===== config.mk =====
export PLATFORM = sky130hd
export DESIGN_NAME = csync_gen
export DESIGN_NICKNAME = d
export VERILOG_FILES = /design/src/rtl/csync_pkg.sv /design/src/rtl/csync_sync2.sv /design/src/rtl/csync_hcount.sv /design/src/rtl/csync_vcount.sv /design/src/rtl/csync_decode.sv /design/src/rtl/csync_gen.sv
export SDC_FILE = /design/constraint.sdc
export NUM_CORES = 1
export LEC_CHECK = 0
export BUFFER_PORTS_ARGS = -buffer_cell sky130_fd_sc_hd__buf_2
export CAP_MARGIN = 25
export CORE_UTILIZATION = 64
export DETAILED_ROUTE_END_ITERATION = 8
export HOLD_SLACK_MARGIN = 0.15
export PLACE_DENSITY = 0.85
export SLEW_MARGIN = 20
export SYNTH_ARGS = -nofsm -noshare
export SYNTH_HDL_FRONTEND = slang
export SYNTH_HIERARCHICAL = 1
export SYNTH_SLANG_ARGS = --single-unit

===== constraint.sdc =====
create_clock -name clk -period 5.31 [get_ports clk]
set_input_delay 0.2655 -clock clk [delete_from_list [all_inputs] [get_ports clk]]
set_output_delay 0.2655 -clock clk [all_outputs]
set_load 0.03 [all_outputs]

===== src/rtl/csync_pkg.sv =====
package csync_pkg;

  // Half-line index measured from the start of the current field.
  function automatic int unsigned field_half(int unsigned vhalf, int unsigned lines);
    return (vhalf >= lines) ? vhalf - lines : vhalf;
  endfunction

  // Mixed-sync low decision for field half-line k and half-line clock hc.
  function automatic logic mixed_sync_low(int unsigned k, logic odd_half, int unsigned hc,
                                          int unsigned eq_n, int unsigned br_low,
                                          int unsigned hs_w);
    if (k < eq_n || (k >= 2*eq_n && k < 3*eq_n)) return hc == 0;
    if (k < 2*eq_n) return hc < br_low;
    return !odd_half && (hc < hs_w);
  endfunction

  function automatic logic in_window(int unsigned pos, int unsigned start, int unsigned width);
    return (pos >= start) && (pos < start + width);
  endfunction

endpackage


===== src/rtl/csync_sync2.sv =====
module csync_sync2 #(
  parameter int W = 2
) (
  input  logic         clk,
  input  logic         rst,
  input  logic [W-1:0] din,
  output logic [W-1:0] dout
);
  for (genvar i = 0; i < W; i++) begin : g_bit
    logic s1, s2;
    always_ff @(posedge clk) begin
      if (rst) begin
        s1 <= 1'b1;
        s2 <= 1'b1;
      end else begin
        s1 <= din[i];
        s2 <= s1;
      end
    end
    assign dout[i] = s2;
  end
endmodule


===== src/rtl/csync_hcount.sv =====
module csync_hcount #(
  parameter int HALF_CLKS = 16,
  localparam int HW = $clog2(HALF_CLKS)
) (
  input  logic          clk,
  input  logic          rst,
  output logic [HW-1:0] hcnt,
  output logic          half_end
);
  assign half_end = (hcnt == HW'(HALF_CLKS - 1));

  always_ff @(posedge clk) begin
    if (rst)           hcnt <= '0;
    else if (half_end) hcnt <= '0;
    else               hcnt <= hcnt + 1'b1;
  end

  assert_half_wrap_R1: assert property (@(posedge clk) disable iff (rst)
    (hcnt == HW'(HALF_CLKS - 1)) |=> (hcnt == '0));
  assert_half_step_R1: assert property (@(posedge clk) disable iff (rst)
    (hcnt != HW'(HALF_CLKS - 1)) |=> (hcnt == $past(hcnt) + 1'b1));
endmodule


===== src/rtl/csync_vcount.sv =====
module csync_vcount #(
  parameter int VW        = 11,
  parameter int LINES_STD = 525,
  parameter int LINES_ALT = 625,
  parameter int VS_HALF   = 6
) (
  input  logic          clk,
  input  logic          rst,
  input  logic          mode_625,
  input  logic          step,
  input  logic          hold_eq,
  input  logic          hold_vs,
  output logic [VW-1:0] vhalf
);
  localparam logic [VW-1:0] LAST_STD = VW'(2*LINES_STD - 1);
  localparam logic [VW-1:0] LAST_ALT = VW'(2*LINES_ALT - 1);
  localparam logic [VW-1:0] VS_POS   = VW'(VS_HALF);

  logic [VW-1:0] last_w;
  assign last_w = mode_625 ? LAST_ALT : LAST_STD;

  always_ff @(posedge clk) begin
    if (rst)          vhalf <= '0;
    else if (hold_eq) vhalf <= '0;
    else if (hold_vs) vhalf <= VS_POS;
    else if (step)    vhalf <= (vhalf >= last_w) ? '0 : vhalf + 1'b1;
  end

  assert_frame_bound_R2: assert property (@(posedge clk) disable iff (rst)
    vhalf <= last_w);
  assert_eq_preset_R7: assert property (@(posedge clk) disable iff (rst)
    hold_eq |=> (vhalf == '0));
  assert_vs_preset_R8: assert property (@(posedge clk) disable iff (rst)
    (hold_vs && !hold_eq) |=> (vhalf == VS_POS));
endmodule


===== src/rtl/csync_decode.sv =====
module csync_decode
  import csync_pkg::*;
#(
  parameter int HALF_CLKS = 16,
  parameter int VW        = 11,
  parameter int LINES_STD = 525,
  parameter int LINES_ALT = 625,
  parameter int EQ_COUNT  = 6,
  parameter int BROAD_LOW = 13,
  parameter int HSYNC_W   = 2,
  parameter int HDRIVE_W  = 2,
  parameter int CLAMP_POS = 2,
  parameter int CLAMP_W   = 1,
  parameter int HBLANK_W  = 6,
  localparam int HW = $clog2(HALF_CLKS)
) (
  input  logic          clk,
  input  logic          rst,
  input  logic          mode_625,
  input  logic [HW-1:0] hcnt,
  input  logic [VW-1:0] vhalf,
  output logic          msync_n,
  output logic          hdrive_n,
  output logic          hclamp_n,
  output logic          hblank_n
);
  int unsigned lines_w, pos_w, k_w;
  logic ms_low, hd_on, cl_on, hb_on;

  always_comb begin
    lines_w = mode_625 ? LINES_ALT : LINES_STD;
    pos_w   = 32'({vhalf[0], hcnt});
    k_w     = field_half(32'(vhalf), lines_w);
    ms_low  = mixed_sync_low(k_w, vhalf[0], 32'(hcnt), EQ_COUNT, BROAD_LOW, HSYNC_W);
    hd_on   = in_window(pos_w, 0, HDRIVE_W);
    cl_on   = in_window(pos_w, CLAMP_POS, CLAMP_W);
    hb_on   = in_window(pos_w, 0, HBLANK_W);
  end

  always_ff @(posedge clk) begin
    if (rst) begin
      msync_n  <= 1'b1;
      hdrive_n <= 1'b1;
      hclamp_n <= 1'b1;
      hblank_n <= 1'b1;
    end else begin
      msync_n  <= !ms_low;
      hdrive_n <= !hd_on;
      hclamp_n <= !cl_on;
      hblank_n <= !hb_on;
    end
  end

  // Length of the current low run of mixed sync, for the broad-pulse check.
  logic [HW:0] low_run;
  always_ff @(posedge clk) begin
    if (rst || msync_n)             low_run <= '0;
    else if (low_run != '1)         low_run <= low_run + 1'b1;
  end

  assert_broad_max_R5: assert property (@(posedge clk) disable iff (rst)
    low_run <= (HW+1)'(BROAD_LOW));
  assert_drive_in_blank_R6: assert property (@(posedge clk) disable iff (rst)
    !hdrive_n |-> !hblank_n);
  assert_clamp_after_drive_R6: assert property (@(posedge clk) disable iff (rst)
    $rose(hdrive_n) |-> !hclamp_n);
  assert_reset_idle_R9: assert property (@(posedge clk)
    rst |=> (msync_n && hdrive_n && hclamp_n && hblank_n));
endmodule


===== src/rtl/csync_gen.sv =====
module csync_gen #(
  parameter int HALF_CLKS = 16,
  parameter int LINES_STD = 525,
  parameter int LINES_ALT = 625,
  parameter int EQ_COUNT  = 6,
  parameter int BROAD_LOW = 13,
  parameter int HSYNC_W   = 2,
  parameter int HDRIVE_W  = 2,
  parameter int CLAMP_POS = 2,
  parameter int CLAMP_W   = 1,
  parameter int HBLANK_W  = 6
) (
  input  logic                          clk,
  input  logic                          rst,
  input  logic                          mode_625,
  input  logic                          vres_eq_n,
  input  logic                          vres_vs_n,
  output logic                          msync_n,
  output logic                          hdrive_n,
  output logic                          hclamp_n,
  output logic                          hblank_n,
  output logic [$clog2(LINES_ALT)-1:0]  line_o,
  output logic                          half_o,
  output logic                          field_o
);
  localparam int HW = $clog2(HALF_CLKS);
  localparam int VW = $clog2(2*LINES_ALT);

  logic [1:0]    vres_s;
  logic [HW-1:0] hcnt;
  logic          half_end;
  logic [VW-1:0] vhalf;
  logic          hold_eq, hold_vs;

  csync_sync2 #(.W(2)) u_sync (
    .clk(clk), .rst(rst), .din({vres_vs_n, vres_eq_n}), .dout(vres_s));

  assign hold_eq = !vres_s[0];
  assign hold_vs = !vres_s[1];

  csync_hcount #(.HALF_CLKS(HALF_CLKS)) u_hcount (
    .clk(clk), .rst(rst), .hcnt(hcnt), .half_end(half_end));

  csync_vcount #(.VW(VW), .LINES_STD(LINES_STD), .LINES_ALT(LINES_ALT),
                 .VS_HALF(EQ_COUNT)) u_vcount (
    .clk(clk), .rst(rst), .mode_625(mode_625), .step(half_end),
    .hold_eq(hold_eq), .hold_vs(hold_vs), .vhalf(vhalf));

  csync_decode #(.HALF_CLKS(HALF_CLKS), .VW(VW), .LINES_STD(LINES_STD),
                 .LINES_ALT(LINES_ALT), .EQ_COUNT(EQ_COUNT), .BROAD_LOW(BROAD_LOW),
                 .HSYNC_W(HSYNC_W), .HDRIVE_W(HDRIVE_W), .CLAMP_POS(CLAMP_POS),
                 .CLAMP_W(CLAMP_W), .HBLANK_W(HBLANK_W)) u_decode (
    .clk(clk), .rst(rst), .mode_625(mode_625), .hcnt(hcnt), .vhalf(vhalf),
    .msync_n(msync_n), .hdrive_n(hdrive_n), .hclamp_n(hclamp_n), .hblank_n(hblank_n));

  assign line_o  = vhalf[VW-1:1];
  assign half_o  = vhalf[0];
  assign field_o = vhalf >= (mode_625 ? VW'(LINES_ALT) : VW'(LINES_STD));
endmodule


==> metrics.yaml, run 1 <==
run_status:
  status: "finished, final reports clean"
worst_setup_path:
  crit_required_ns: 5.57
  path_class: "flip-flop to flip-flop"
  startpoint: "u_vcount/vhalf[5]"
  rrSetupSlack_ns: 2.50
  rr_worst_depth: 8
  crit_chain: "ha_1, a21o_1, a2111oi_0, o31a_1, or2_4, mux2_4, a211o_1, a31oi_1"
  endpoint_kind: "flip-flop"
  rr_endpoint: "u_decode/msync_n"
  cpPeakStageDelay_ns: 0.58
  cp.depth: 8
  critPathTopFamily: "compound AO/OA/AOI/OAI gates"
  cp-start-kind: "flip-flop"
  cp.arrival_ns: 3.08
  cp-endpoint: "u_decode/msync_n"
  cp_max_fo: 10
  worst-path-buf-inv: 0
  r2r_start: "u_vcount/vhalf[5]"
  cpMaxStageDelayCell: "dfxtp_1"
die:
  die_area_mm2: 0.003518
  dieHeight_um: 59.31
  rows: 20
  chipWidth_um: 59.31
  start_util: 0.6829
  core_mm2: 0.003078
  boundaryPins: 21
power:
  vdd_drop_max_uv: 189.4
  p_total_uw: 369.3
  leakagePower_uw: 0.0009248
  p_sw_uw: 121.5
  p_per_area_mw_per_mm2: 164.1
  intPower_uw: 247.8
  pwr-share-clk: 0.225
  switching_share: 0.3291
  comb_power_share: 0.258
  seqPwrFrac: 0.517
timing:
  period_minus_slack_ns: 2.813
  slew_headroom: 0.6218
  drv_slew: 0
  finalCritPeriodShare: 0.5298
  rsz0062_at_grt: "false"
  finalClockSkew_ns: 0.005711
  setup_viol: 0
  setup_tns_ns: 0
  hold_violations: 0
  fmax_mhz: 355.5
  tightest_slew_ns: 0.5597
cells_and_area:
  multi_input_area_mm2: 0.001516
  design_area_mm2: 0.002251
  fill_cells: 243
  nets: 293
  drive_above_1_share: 0.1685
  seqCellArea_um2: 460.4
  syn_to_final_growth_pct: 7.083
  antennaDiodeCount: 0
cts:
  cts_setup_buffers: 0
  postCtsResizedCells: 0
  cts_tree: "yes"
  cts_buffer_depth: 2
  clkSinkCount: 23
  htreeDepth: 1
  clock-root-buffer: "clkbuf_4"
  cts-buffers-inserted: 3
  cts.clk_slew.worst_paths_ns: 0.13
  clk_latency_ns: 0.33
placement:
  gp_congestion: 0.9775
  dpl.hpwl_mm: 3.425
  dpl-instance-area_mm2: 0.002203
  numPortBuffers: 20
drt:
  postRouteAntennaNets: 0
  highest_layer: "met4"
  wl_per_cell_um: 15.15
  drt_wl_total_mm: 4.713
  wl_met2_mm: 2.317
  drt_iter0_drc: 175
  wl_met1_mm: 2.148
  wl_met3_um: 178
  viasPerCell: 6.289
  firstDrtPassIters: 4
  vias: 1956
  drc: 0
global_route:
  grt_pass1_vias: 1713
  track_usage: 0.2875
  gr-total-overflow: 0
  grt_max_degree: 17
  grt_pass1_wl_mm: 7.714
  antenna_found_initial: 0
synthesis:
  ys_async_sr_fraction: 0
  ys_seq_area_frac: 0.2190
  yosysWarnings: 6
  synthesis.nets: 274
  synth.distinct_cells: 63
  ys_ff_latch: 23
  synth.avg_cell_area_um2: 8.442
  synthCells: 249
  syn_area_mm2: 0.002102
  synth_edf_count: 0
  synth_ff_type: "dfxtp_1"
min_path:
  hold_class: "input port to flip-flop"
flow_run:
  drv_cap: 0
## per-stage QoR
stage	worst slack, ns	util	std cells	hold slack, ns
5_1_grt	2.328	0.7313	311	0.2516
6_report	2.497	0.7313	311	0.2604
3_3_place_gp	2.557	0.7159	305	0.3860
4_1_cts	2.530	0.7313	311	0.2535
3_5_place_dp	2.517	0.7159	305	0.3906
2_1_floorplan	2.551	-	249	0.3346
## worst min-delay path by stage
stage / start / end / slack, ns / cells past startpoint
floorplan: rst / u_hcount/hcnt[3] / 0.33 / 1
global placement: u_sync/g_bit[1].s1 / u_sync/g_bit[1].s2 / 0.39 / 1
detailed placement: u_sync/g_bit[1].s1 / u_sync/g_bit[1].s2 / 0.39 / 1
CTS: rst / u_hcount/hcnt[3] / 0.25 / 2
global route: rst / u_hcount/hcnt[2] / 0.25 / 2
finish: rst / u_hcount/hcnt[3] / 0.26 / 2
## placed cells by master (no fill, tap or decap), drive strengths merged, types with 4 or more instances in the layout
cell type	instances
nand3	4
a21oi	17
nand2b	9
or3	6
or2	7
nor3	10
buf	20
inv	19
ha	20
a21o	5
dfxtp	23
a31oi	6
nand2	9
and3	4
a211oi	9
nor4	6
xnor2	9
o21ai	13
nor2	15
## worst register-to-register path, delay by kind of cell (launching register included)
| kind | cells | cell delay, ns |
|---|---|---|
| compound gates | 5 | 1.33 |
| flops | 1 | 0.58 |
| fa+ha+maj | 1 | 0.39 |
| mux | 1 | 0.29 |
| simple gates | 1 | 0.17 |
## synth_stat cells, types with 5 or more instances
cell type	count	share of area
or3_1	6	0.018
nor4_1	6	0.018
xnor2_1	9	0.038
o21ai_0	12	0.029
a211oi_2	7	0.042
a31oi_1	6	0.018
nor2_1	15	0.027
nor3_1	7	0.017
or2_1	5	0.015
dfxtp_1	23	0.22
a21o_1	5	0.018
ha_1	20	0.12
a21oi_1	17	0.040
nand2b_1	8	0.024
inv_1	19	0.034
nand2_1	9	0.016
## registers in the layout, indices dropped and copies added, names as in the netlist
| name | flops |
|---|---|
| u_decode/msync_n | 1 |
| u_sync/g_bit.s1 | 2 |
| u_decode/hclamp_n | 1 |
| u_hcount/hcnt | 4 |
| u_decode/hblank_n | 1 |
| u_decode/hdrive_n | 1 |
| u_vcount/vhalf | 11 |
| u_sync/g_bit.s2 | 2 |
## power by group through the flow
stage / Combinational [uW] / Sequential (uW) / Clock (uW)
after floorplan: 70.2 / 200 / 0
after global placement: 91.6 / 194 / 0
after detailed placement: 92.7 / 195 / 0
after CTS: 94.4 / 191 / 85.0
after global routing: 105 / 192 / 93.3
final: 95.1 / 191 / 83.2
## final cells by class
class | instances | share of cell area
Multi-Input combinational cell | 199 | 0.6737
Sequential cell | 23 | 0.2046
Timing Repair Buffer | 22 | 0.05336
Inverter | 19 | 0.03168
Tap cell | 44 | 0.02446
Clock buffer | 3 | 0.01001
Clock inverter | 1 | 0.002223
## what timing repair did
item,CTS,global route
hold buffers,2,0
setup endpoints to repair,0,0
hold endpoints to repair,2,0
## routing by layer
layer,vias up,track usage
met5,-,0
met1,910,0.3755
met4,0,0.09864
met3,7,0.02402
met2,56,0.4944
li1,983,-
## cells by family (layout without fill, tap and decap cells)
family	Yosys count	count (layout)	share of synthesized area
xor+xnor	11	11	0.04584
flops	23	23	0.2190
mux	2	2	0.01190
buf+inv	27	45	0.05952
simple gates	87	87	0.2524
fa+ha+maj	20	20	0.1190
compound gates	79	79	0.2923
No activity file was read; power rests on OpenSTA's default activity.
==> run 2, diff against run 1 <==
--- a/config.mk
+++ b/config.mk
@@ -5,12 +5,13 @@
 export SDC_FILE = /design/constraint.sdc
 export NUM_CORES = 1
 export LEC_CHECK = 0
+export ABC_AREA = 1
 export BUFFER_PORTS_ARGS = -buffer_cell sky130_fd_sc_hd__buf_2
 export CAP_MARGIN = 25
-export CORE_UTILIZATION = 64
+export CORE_UTILIZATION = 60
 export DETAILED_ROUTE_END_ITERATION = 8
 export HOLD_SLACK_MARGIN = 0.15
-export PLACE_DENSITY = 0.85
+export PLACE_DENSITY = 0.81
 export SLEW_MARGIN = 20
 export SYNTH_ARGS = -nofsm -noshare
 export SYNTH_HDL_FRONTEND = slang
==> constraint.sdc (replaced) <==
create_clock -name clk -period 2.8 [get_ports clk]
set_input_delay 0.14 -clock clk [delete_from_list [all_inputs] [get_ports clk]]
set_output_delay 0.14 -clock clk [all_outputs]
set_load 0.03 [all_outputs]
==> run 2 against run 1 <==
  * Register-to-register slack got worse by 1.9 ns
  * Cell count increased by 40%
  * Sequential cell count unchanged
  * Global-route usage decreased by 0.83 points
  * Die area increased by 10%
  * Clock power increased by 91%
==> metrics.yaml, run 2 <==
cts:
  clk_latency_ns: 0.32  # about the same
  cts.clk_slew.worst_paths_ns: 0.14  # about the same
  clkSinkCount: 23  # unchanged
  htreeDepth: 1  # unchanged
  cts_buffer_depth: 2  # unchanged
  cts-buffers-inserted: 3  # unchanged
  cts_setup_buffers: 0  # unchanged
  postCtsResizedCells: 0  # unchanged
  cts_hold_repair.buffers: 5  # +3
  cts_tree: "yes"
  clock-root-buffer: "clkbuf_4"
global_route:
  antenna_found_initial: 0  # unchanged
  gr-total-overflow: 0  # unchanged
  track_usage: 0.2792  # -0.008323
  grt_max_degree: 15  # -2
  grt_pass1_vias: 2080  # +21%
  grt_pass1_wl_mm: 8.838  # +15%
placement:
  gp_congestion: 0.9317  # -4.7%
  dpl.hpwl_mm: 3.700  # +8.0%
  numPortBuffers: 20  # unchanged
  dpl-instance-area_mm2: 0.002328  # +5.7%
synthesis:
  synth_ff_type: "dfxtp_1"
  synthTopCellsByCount: "nand2_1 (114), inv_1 (57), nor2_1 (38), nand3_1 (30), dfxtp_1 (23)"
  synthAdderAreaFrac: 0.1150  # -0.004039
  synthesis.nets: 386  # +41%
  yosys.area_share.simple: 0.4445  # +0.1921
  synth_most_common_cell: "nand2_1"
  synth_area_leader_cell: "dfxtp_1"
  synthCells: 361  # +45%
  yosysWarnings: 6  # unchanged
  synth_top_area_share: 0.2116  # -0.007432
  synth.distinct_cells: 33  # -48%
  muxShareOfSynthArea: 0  # -0.01190
  ys_async_sr_fraction: 0  # unchanged
  synth.avg_cell_area_um2: 6.027  # -29%
  ys_seq_area_frac: 0.2116  # -0.007432
  synth_compound_area_frac: 0.06268  # -0.2296
  synth_edf_count: 0  # unchanged
  yosys.area_share.xor_xnor: 0.03623  # -0.009606
  syn_area_mm2: 0.002176  # +3.5%
  ys_ff_latch: 23  # unchanged
  synth_top_cells_by_area: "dfxtp_1 (21%), nand2_1 (20%), ha_1 (12%), inv_1 (9.8%), nand3_1 (6.9%)"
  synth_top_family_by_area: "simple AND/OR/NAND/NOR gates"
power:
  intPower_uw: 447.3  # +80%
  p_per_area_mw_per_mm2: 270.0  # +65%
  comb_power_share: 0.219  # -0.039
  p_total_uw: 650.3  # +76%
  leakagePower_uw: 0.001344  # +45%
  pwr-share-clk: 0.244  # +0.019
  seqPwrFrac: 0.537  # +0.020
  vdd_drop_max_uv: 355.1  # +88%
  p_sw_uw: 203.1  # +67%
  switching_share: 0.3123  # -0.01684
worst_setup_path:
  endpoint_kind: "flip-flop"
  startpoint: "u_vcount/vhalf[6]"
  crit_required_ns: 3.01  # -2.56 ns
  cp.arrival_ns: 2.45  # -0.63 ns
  path_class: "flip-flop to flip-flop"
  cp_max_fo: 13  # +3
  cp-start-kind: "flip-flop"
  rr_worst_depth: 15  # +7
  rrSetupSlack_ns: 0.56  # -1.93 ns
  r2r_start: "u_vcount/vhalf[6]"
  cp-endpoint: "u_decode/msync_n"
  rr_endpoint: "u_decode/msync_n"
timing:
  fmax_mhz: 446.9  # +26%
  finalClockSkew_ns: 0.01834  # +0.01263 ns
  rsz0062_at_grt: "false"
  hold_violations: 0  # unchanged
  slew_headroom: 0.6390  # +0.01727
  drv_slew: 0  # unchanged
  tightest_slew_ns: 0.5395  # -0.02027 ns
  setup_viol: 0  # unchanged
  setup_tns_ns: 0  # unchanged
  period_minus_slack_ns: 2.238  # -0.5752 ns
  finalCritPeriodShare: 0.7992  # +0.2695
cells_and_area:
  largest_reg_flops: 11  # unchanged
  regMostFlops: "u_vcount/vhalf"
  syn_to_final_growth_pct: 10.70
  final_common_cell: "nand2_1"
  final_cell_mix: "nand2_1 (114), inv_1 (57), nor2_1 (38)"
  largestRegisters: "u_vcount/vhalf: 11 flops, u_hcount/hcnt: 4 flops"
  antennaDiodeCount: 0  # unchanged
  design_area_mm2: 0.002409  # +7.0%
  nets: 416  # +42%
  drive_above_1_share: 0.1436  # -0.02495
  fill_cells: 326  # +34%
die:
  dieHeight_um: 62.22  # +4.9%
  rows: 21  # +5.0%
  boundaryPins: 21  # unchanged
  start_util: 0.6370  # -0.04593
  die_area_mm2: 0.003871  # +10%
  chipWidth_um: 62.22  # +4.9%
  core_mm2: 0.003416  # +11%
drt:
  viasPerCell: 5.131  # -18%
  firstDrtPassIters: 4  # unchanged
  drt_iter0_drc: 127  # -27%
  drc: 0  # unchanged
  wl_per_cell_um: 11.06  # -27%
  vias: 2237  # +14%
  drt_wl_total_mm: 4.823  # +2.3%
  postRouteAntennaNets: 0  # unchanged
run_status:
  status: "finished, final reports clean"
flow_run:
  drv_cap: 0  # unchanged
min_path:
  hold_class: "flip-flop to flip-flop"
run 2: routing by layer:
layer,track usage,vias to the layer above,wire (um)
met1,0.3416,985,2221
met2,0.5110,63,2297
li1,-,1185,-
met5,0,-,0
met4,0.06686,0,36
met3,0.03860,4,268
run 2: how the worst min path moves through the flow:
stage / startpoint / endpoint / slack (ns) / cells after the start
after floorplan: rst / u_hcount/hcnt[2] / 0.22 / 1
after global routing: u_sync/g_bit[1].s1 / u_sync/g_bit[1].s2 / 0.45 / 2
final: u_sync/g_bit[1].s1 / u_sync/g_bit[1].s2 / 0.43 / 2
after global placement: vres_eq_n / u_sync/g_bit[0].s1 / 0.31 / 3
after detailed placement: vres_eq_n / u_sync/g_bit[0].s1 / 0.32 / 3
after CTS: u_sync/g_bit[1].s1 / u_sync/g_bit[1].s2 / 0.43 / 2
run 2: final cells by class:
| class | count | area, um^2 | share of cell area |
|---|---|---|---|
| clock buffer | 3 | 22.52 | 0.009351 |
| tap | 46 | 57.56 | 0.02390 |
| sequential | 23 | 460.4 | 0.1912 |
| inverter | 64 | 240.2 | 0.09974 |
| timing repair buffer | 30 | 187.7 | 0.07792 |
| multi-input combinational | 269 | 1433 | 0.5948 |
| clock inverter | 1 | 7.507 | 0.003117 |
run 2: per-stage QoR:
stage | instances | hold slack (ns) | worst slack (ns) | util
finish | 436 | 0.4277 | 0.5622 | 0.7051
detailed placement | 427 | 0.3208 | 0.6199 | 0.6817
global route | 436 | 0.4526 | 0.2900 | 0.7051
CTS | 436 | 0.4279 | 0.5881 | 0.7051
global placement | 427 | 0.3146 | 0.6595 | 0.6817
floorplan | 361 | 0.2161 | 0.5470 | -
run 2: kinds of logic (layout without fill, tap and decap cells):
family,after synthesis,in the layout
flip-flops,23,23
buffers and inverters,69,98
adder cells (fa/ha/maj),20,20
AND/OR/NAND/NOR,217,217
XOR/XNOR,9,9
AO/OA/AOI/OAI,23,23
run 2: power groups by stage:
stage	clock, uW	combinational, uW	sequential [uW]
after global routing	177	162	352
after detailed placement	0	135	357
after floorplan	0	84.8	373
after global placement	0	133	357
final	159	142	350
after CTS	165	141	350
run 2: worst max-delay path, cell delays in order (launching register included):
cell and delay (ns):
dfxtp_1 0.55, ha_1 0.36, inv_2 0.09, nor2_2 0.04, nand2_2 0.10, nor2_4 0.04, nand2_4 0.10, nand3_4 0.14
inv_1 0.15, nand2_1 0.07, nand2_1 0.06, nand2_1 0.09, nor2_2 0.13, nand3_1 0.07, nand3_1 0.08, nand2_1 0.05
==> run 3, diff against run 2 <==
--- a/config.mk
+++ b/config.mk
@@ -5,13 +5,13 @@
 export SDC_FILE = /design/constraint.sdc
 export NUM_CORES = 1
 export LEC_CHECK = 0
-export ABC_AREA = 1
+export ABC_AREA = 0
 export BUFFER_PORTS_ARGS = -buffer_cell sky130_fd_sc_hd__buf_2
 export CAP_MARGIN = 25
-export CORE_UTILIZATION = 60
+export CORE_UTILIZATION = 59
 export DETAILED_ROUTE_END_ITERATION = 8
 export HOLD_SLACK_MARGIN = 0.15
-export PLACE_DENSITY = 0.81
+export PLACE_DENSITY = 0.8
 export SLEW_MARGIN = 20
 export SYNTH_ARGS = -nofsm -noshare
 export SYNTH_HDL_FRONTEND = slang
==> constraint.sdc (replaced) <==
create_clock -name clk -period 2.3 [get_ports clk]
set_input_delay 0.115 -clock clk [delete_from_list [all_inputs] [get_ports clk]]
set_output_delay 0.115 -clock clk [all_outputs]
set_load 0.03 [all_outputs]
==> run 3 against run 2 <==
  * Die area is 1.7% lower
  * Fmax barely moved
  * Wire length increased by 7.3%
  * Clock power grew 21%
  * Critical endpoint unchanged
  * Global-route usage up 0.30 points
==> metrics.yaml, run 3 (synthesis gave the netlist of run 1 again) <==
worst_setup_path:
  cpPeakStageDelay_ns: 0.35  # -0.20 ns
  cpMaxStageDelayCell: "dfxtp_2"
  endpoint_kind: "flip-flop"
  crit_chain: "ha_1, or3_1, o221a_1, and3_1, nor4_2, a32oi_1, nor3_2, a21oi_1, a31oi_1"
  cp.arrival_ns: 2.50  # +0.05 ns
  cp-start-kind: "flip-flop"
  crit_required_ns: 2.56  # -0.45 ns
  cp_max_fo: 6  # -7
  path_class: "flip-flop to flip-flop"
power:
  vdd_drop_max_uv: 350.5  # -1.3%
  seqPwrFrac: 0.476  # -0.061
  leakagePower_uw: 0.001042  # -22%
  p_total_uw: 894.2  # +37%
  pwr-share-clk: 0.215  # -0.029
  switching_share: 0.3334  # +0.02116
  p_sw_uw: 298.1  # +47%
  comb_power_share: 0.310  # +0.091
  p_per_area_mw_per_mm2: 355.7  # +32%
  intPower_uw: 596.0  # +33%
flow_run:
  drv_cap: 0  # unchanged
cts:
  cts_buffer_depth: 2  # unchanged
  cts-buffers-inserted: 3  # unchanged
  clkSinkCount: 23  # unchanged
  htreeDepth: 1  # unchanged
  clock-root-buffer: "clkbuf_4"
  clk_latency_ns: 0.32  # about the same
  cts.clk_slew.worst_paths_ns: 0.14  # about the same
  cts_tree: "yes"
timing:
  setup_tns_ns: 0  # unchanged
  drv_slew: 0  # unchanged
  hold_violations: 0  # unchanged
  finalClockSkew_ns: 0.01362  # -0.004722 ns
  tightest_slew_ns: 0.4695  # -0.06997 ns
  fmax_mhz: 447.1  # about the same
  slew_headroom: 0.6827  # +0.04371
  finalCritPeriodShare: 0.9725  # +0.1733
  period_minus_slack_ns: 2.237  # -0.001005 ns
  setup_viol: 0  # unchanged
global_route:
  gr-total-overflow: 0  # unchanged
  antenna_found_initial: 0  # unchanged
  grt_pass1_vias: 1796  # -14%
  track_usage: 0.2821  # +0.002958
  grt_max_degree: 16  # +1
  grt_pass1_wl_mm: 8.010  # -9.4%
drt:
  vias: 2045  # -8.6%
  drt_iter0_drc: 154  # +21%
  postRouteAntennaNets: 0  # unchanged
  firstDrtPassIters: 6  # +2
  drt_wl_total_mm: 5.175  # +7.3%
  wl_per_cell_um: 15.54  # +40%
  drc: 0  # unchanged
  viasPerCell: 6.141  # +20%
cells_and_area:
  drive_above_1_share: 0.2822  # +0.1386
  largest_reg_flops: 11  # unchanged
  final_cell_mix: "buf_2 (20), inv_1 (19), buf_4 (18)"
  fin_util: 0.7474  # +0.04227
  final_common_cell: "buf_2"
  final_cell_count_no_fill: 333  # -24%
  syn_to_final_growth_pct: 19.58
  antennaDiodeCount: 0  # unchanged
  nets: 313  # -25%
  largestRegisters: "u_vcount/vhalf: 11 flops, u_hcount/hcnt: 4 flops"
  regMostFlops: "u_vcount/vhalf"
die:
  start_util: 0.6250  # -0.01200
  boundaryPins: 21  # unchanged
  die_area_mm2: 0.003806  # -1.7%
  rows: 21  # unchanged
  chipWidth_um: 61.69  # -0.85%
  dieHeight_um: 61.69  # -0.85%
  core_mm2: 0.003363  # -1.5%
placement:
  numPortBuffers: 20  # unchanged
  dpl.hpwl_mm: 3.779  # +2.1%
  dp_cells: 326  # -24%
  gp_congestion: 0.9337  # +0.21%
run_status:
  status: "finished, final reports clean"
min_path:
  hold_class: "flip-flop to flip-flop"
run 3: cell count changes in the layout (fill, tap and decap cells not counted), moves of 7 or more:
cell	change
nand2_1	-105
inv_1	-38
nand3_1	-26
nor2_1	-24
buf_4	+13
nand2b_1	+8
o21ai_0	+8
a211oi_2	+7
dfxtp_1	-7
inv_2	-7
run 3: metal layers:
layer / share of wire / wire length (um) / GRT usage
met1: 0.45 / 2316 / 0.3720
met2: 0.51 / 2630 / 0.5054
met3: 0.038 / 199 / 0.01863
met4: 0.0056 / 29 / 0.06349
met5: 0 / 0 / 0
run 3: repair_timing:
item                                   4_1_cts  5_1_grt
hold buffers                                 3        0
gates resized for setup                      2        8
buffers inserted                             0        0
setup endpoints to repair                    1        1
endpoints found under the hold margin        6        0
pin swaps                                    0        0
run 3: path summary, 6_finish.rpt:
kind	from	end	cells past startpoint	slack, ns
worst max-delay path	u_vcount/vhalf[4]	u_decode/msync_n	9	0.06
worst min-delay path	u_sync/g_bit[0].s1	u_sync/g_bit[0].s2	1	0.43
worst max register to register	u_vcount/vhalf[4]	u_decode/msync_n	9	0.06
worst min register to register	u_sync/g_bit[0].s1	u_sync/g_bit[0].s2	1	0.43
run 3: stage by stage:
stage | setup WS [ns] | hold WS (ns) | cell area [um^2]
floorplan | 0.02415 | 0.1841 | 2155
global placement | 0.01547 | 0.2946 | 2401
detailed placement | 0.003329 | 0.3031 | 2401
CTS | 0.03670 | 0.4256 | 2472
global route | -0.01885 | 0.4529 | 2514
finish | 0.06320 | 0.4267 | 2514
run 3: layout make-up:
type / instances / area [um^2]
clock buffers: 3 / 22.52
clock inverters: 1 / 5.005
fillers: 287 / 849.6
inverters: 19 / 71.32
multi-input cells: 199 / 1599
flip-flops and latches: 23 / 481.7
well taps: 46 / 57.56
repair buffers: 42 / 276.5
run 3: power groups by stage:
| stage | Clock, uW | Combinational [uW] | Sequential, uW |
|---|---|---|---|
| floorplan | 0 | 164 | 456 |
| global placement | 0 | 240 | 433 |
| detailed placement | 0 | 246 | 434 |
| CTS | 189 | 259 | 425 |
| global route | 209 | 299 | 428 |
| finish | 192 | 277 | 425 |
run 3: worst max-delay path, delay by kind of cell, from the launching register on:
family,cells,cell delay [ns]
adder cells (fa/ha/maj),1,0.24
AND/OR/NAND/NOR,4,0.97
flip-flops,1,0.35
AO/OA/AOI/OAI,4,0.63
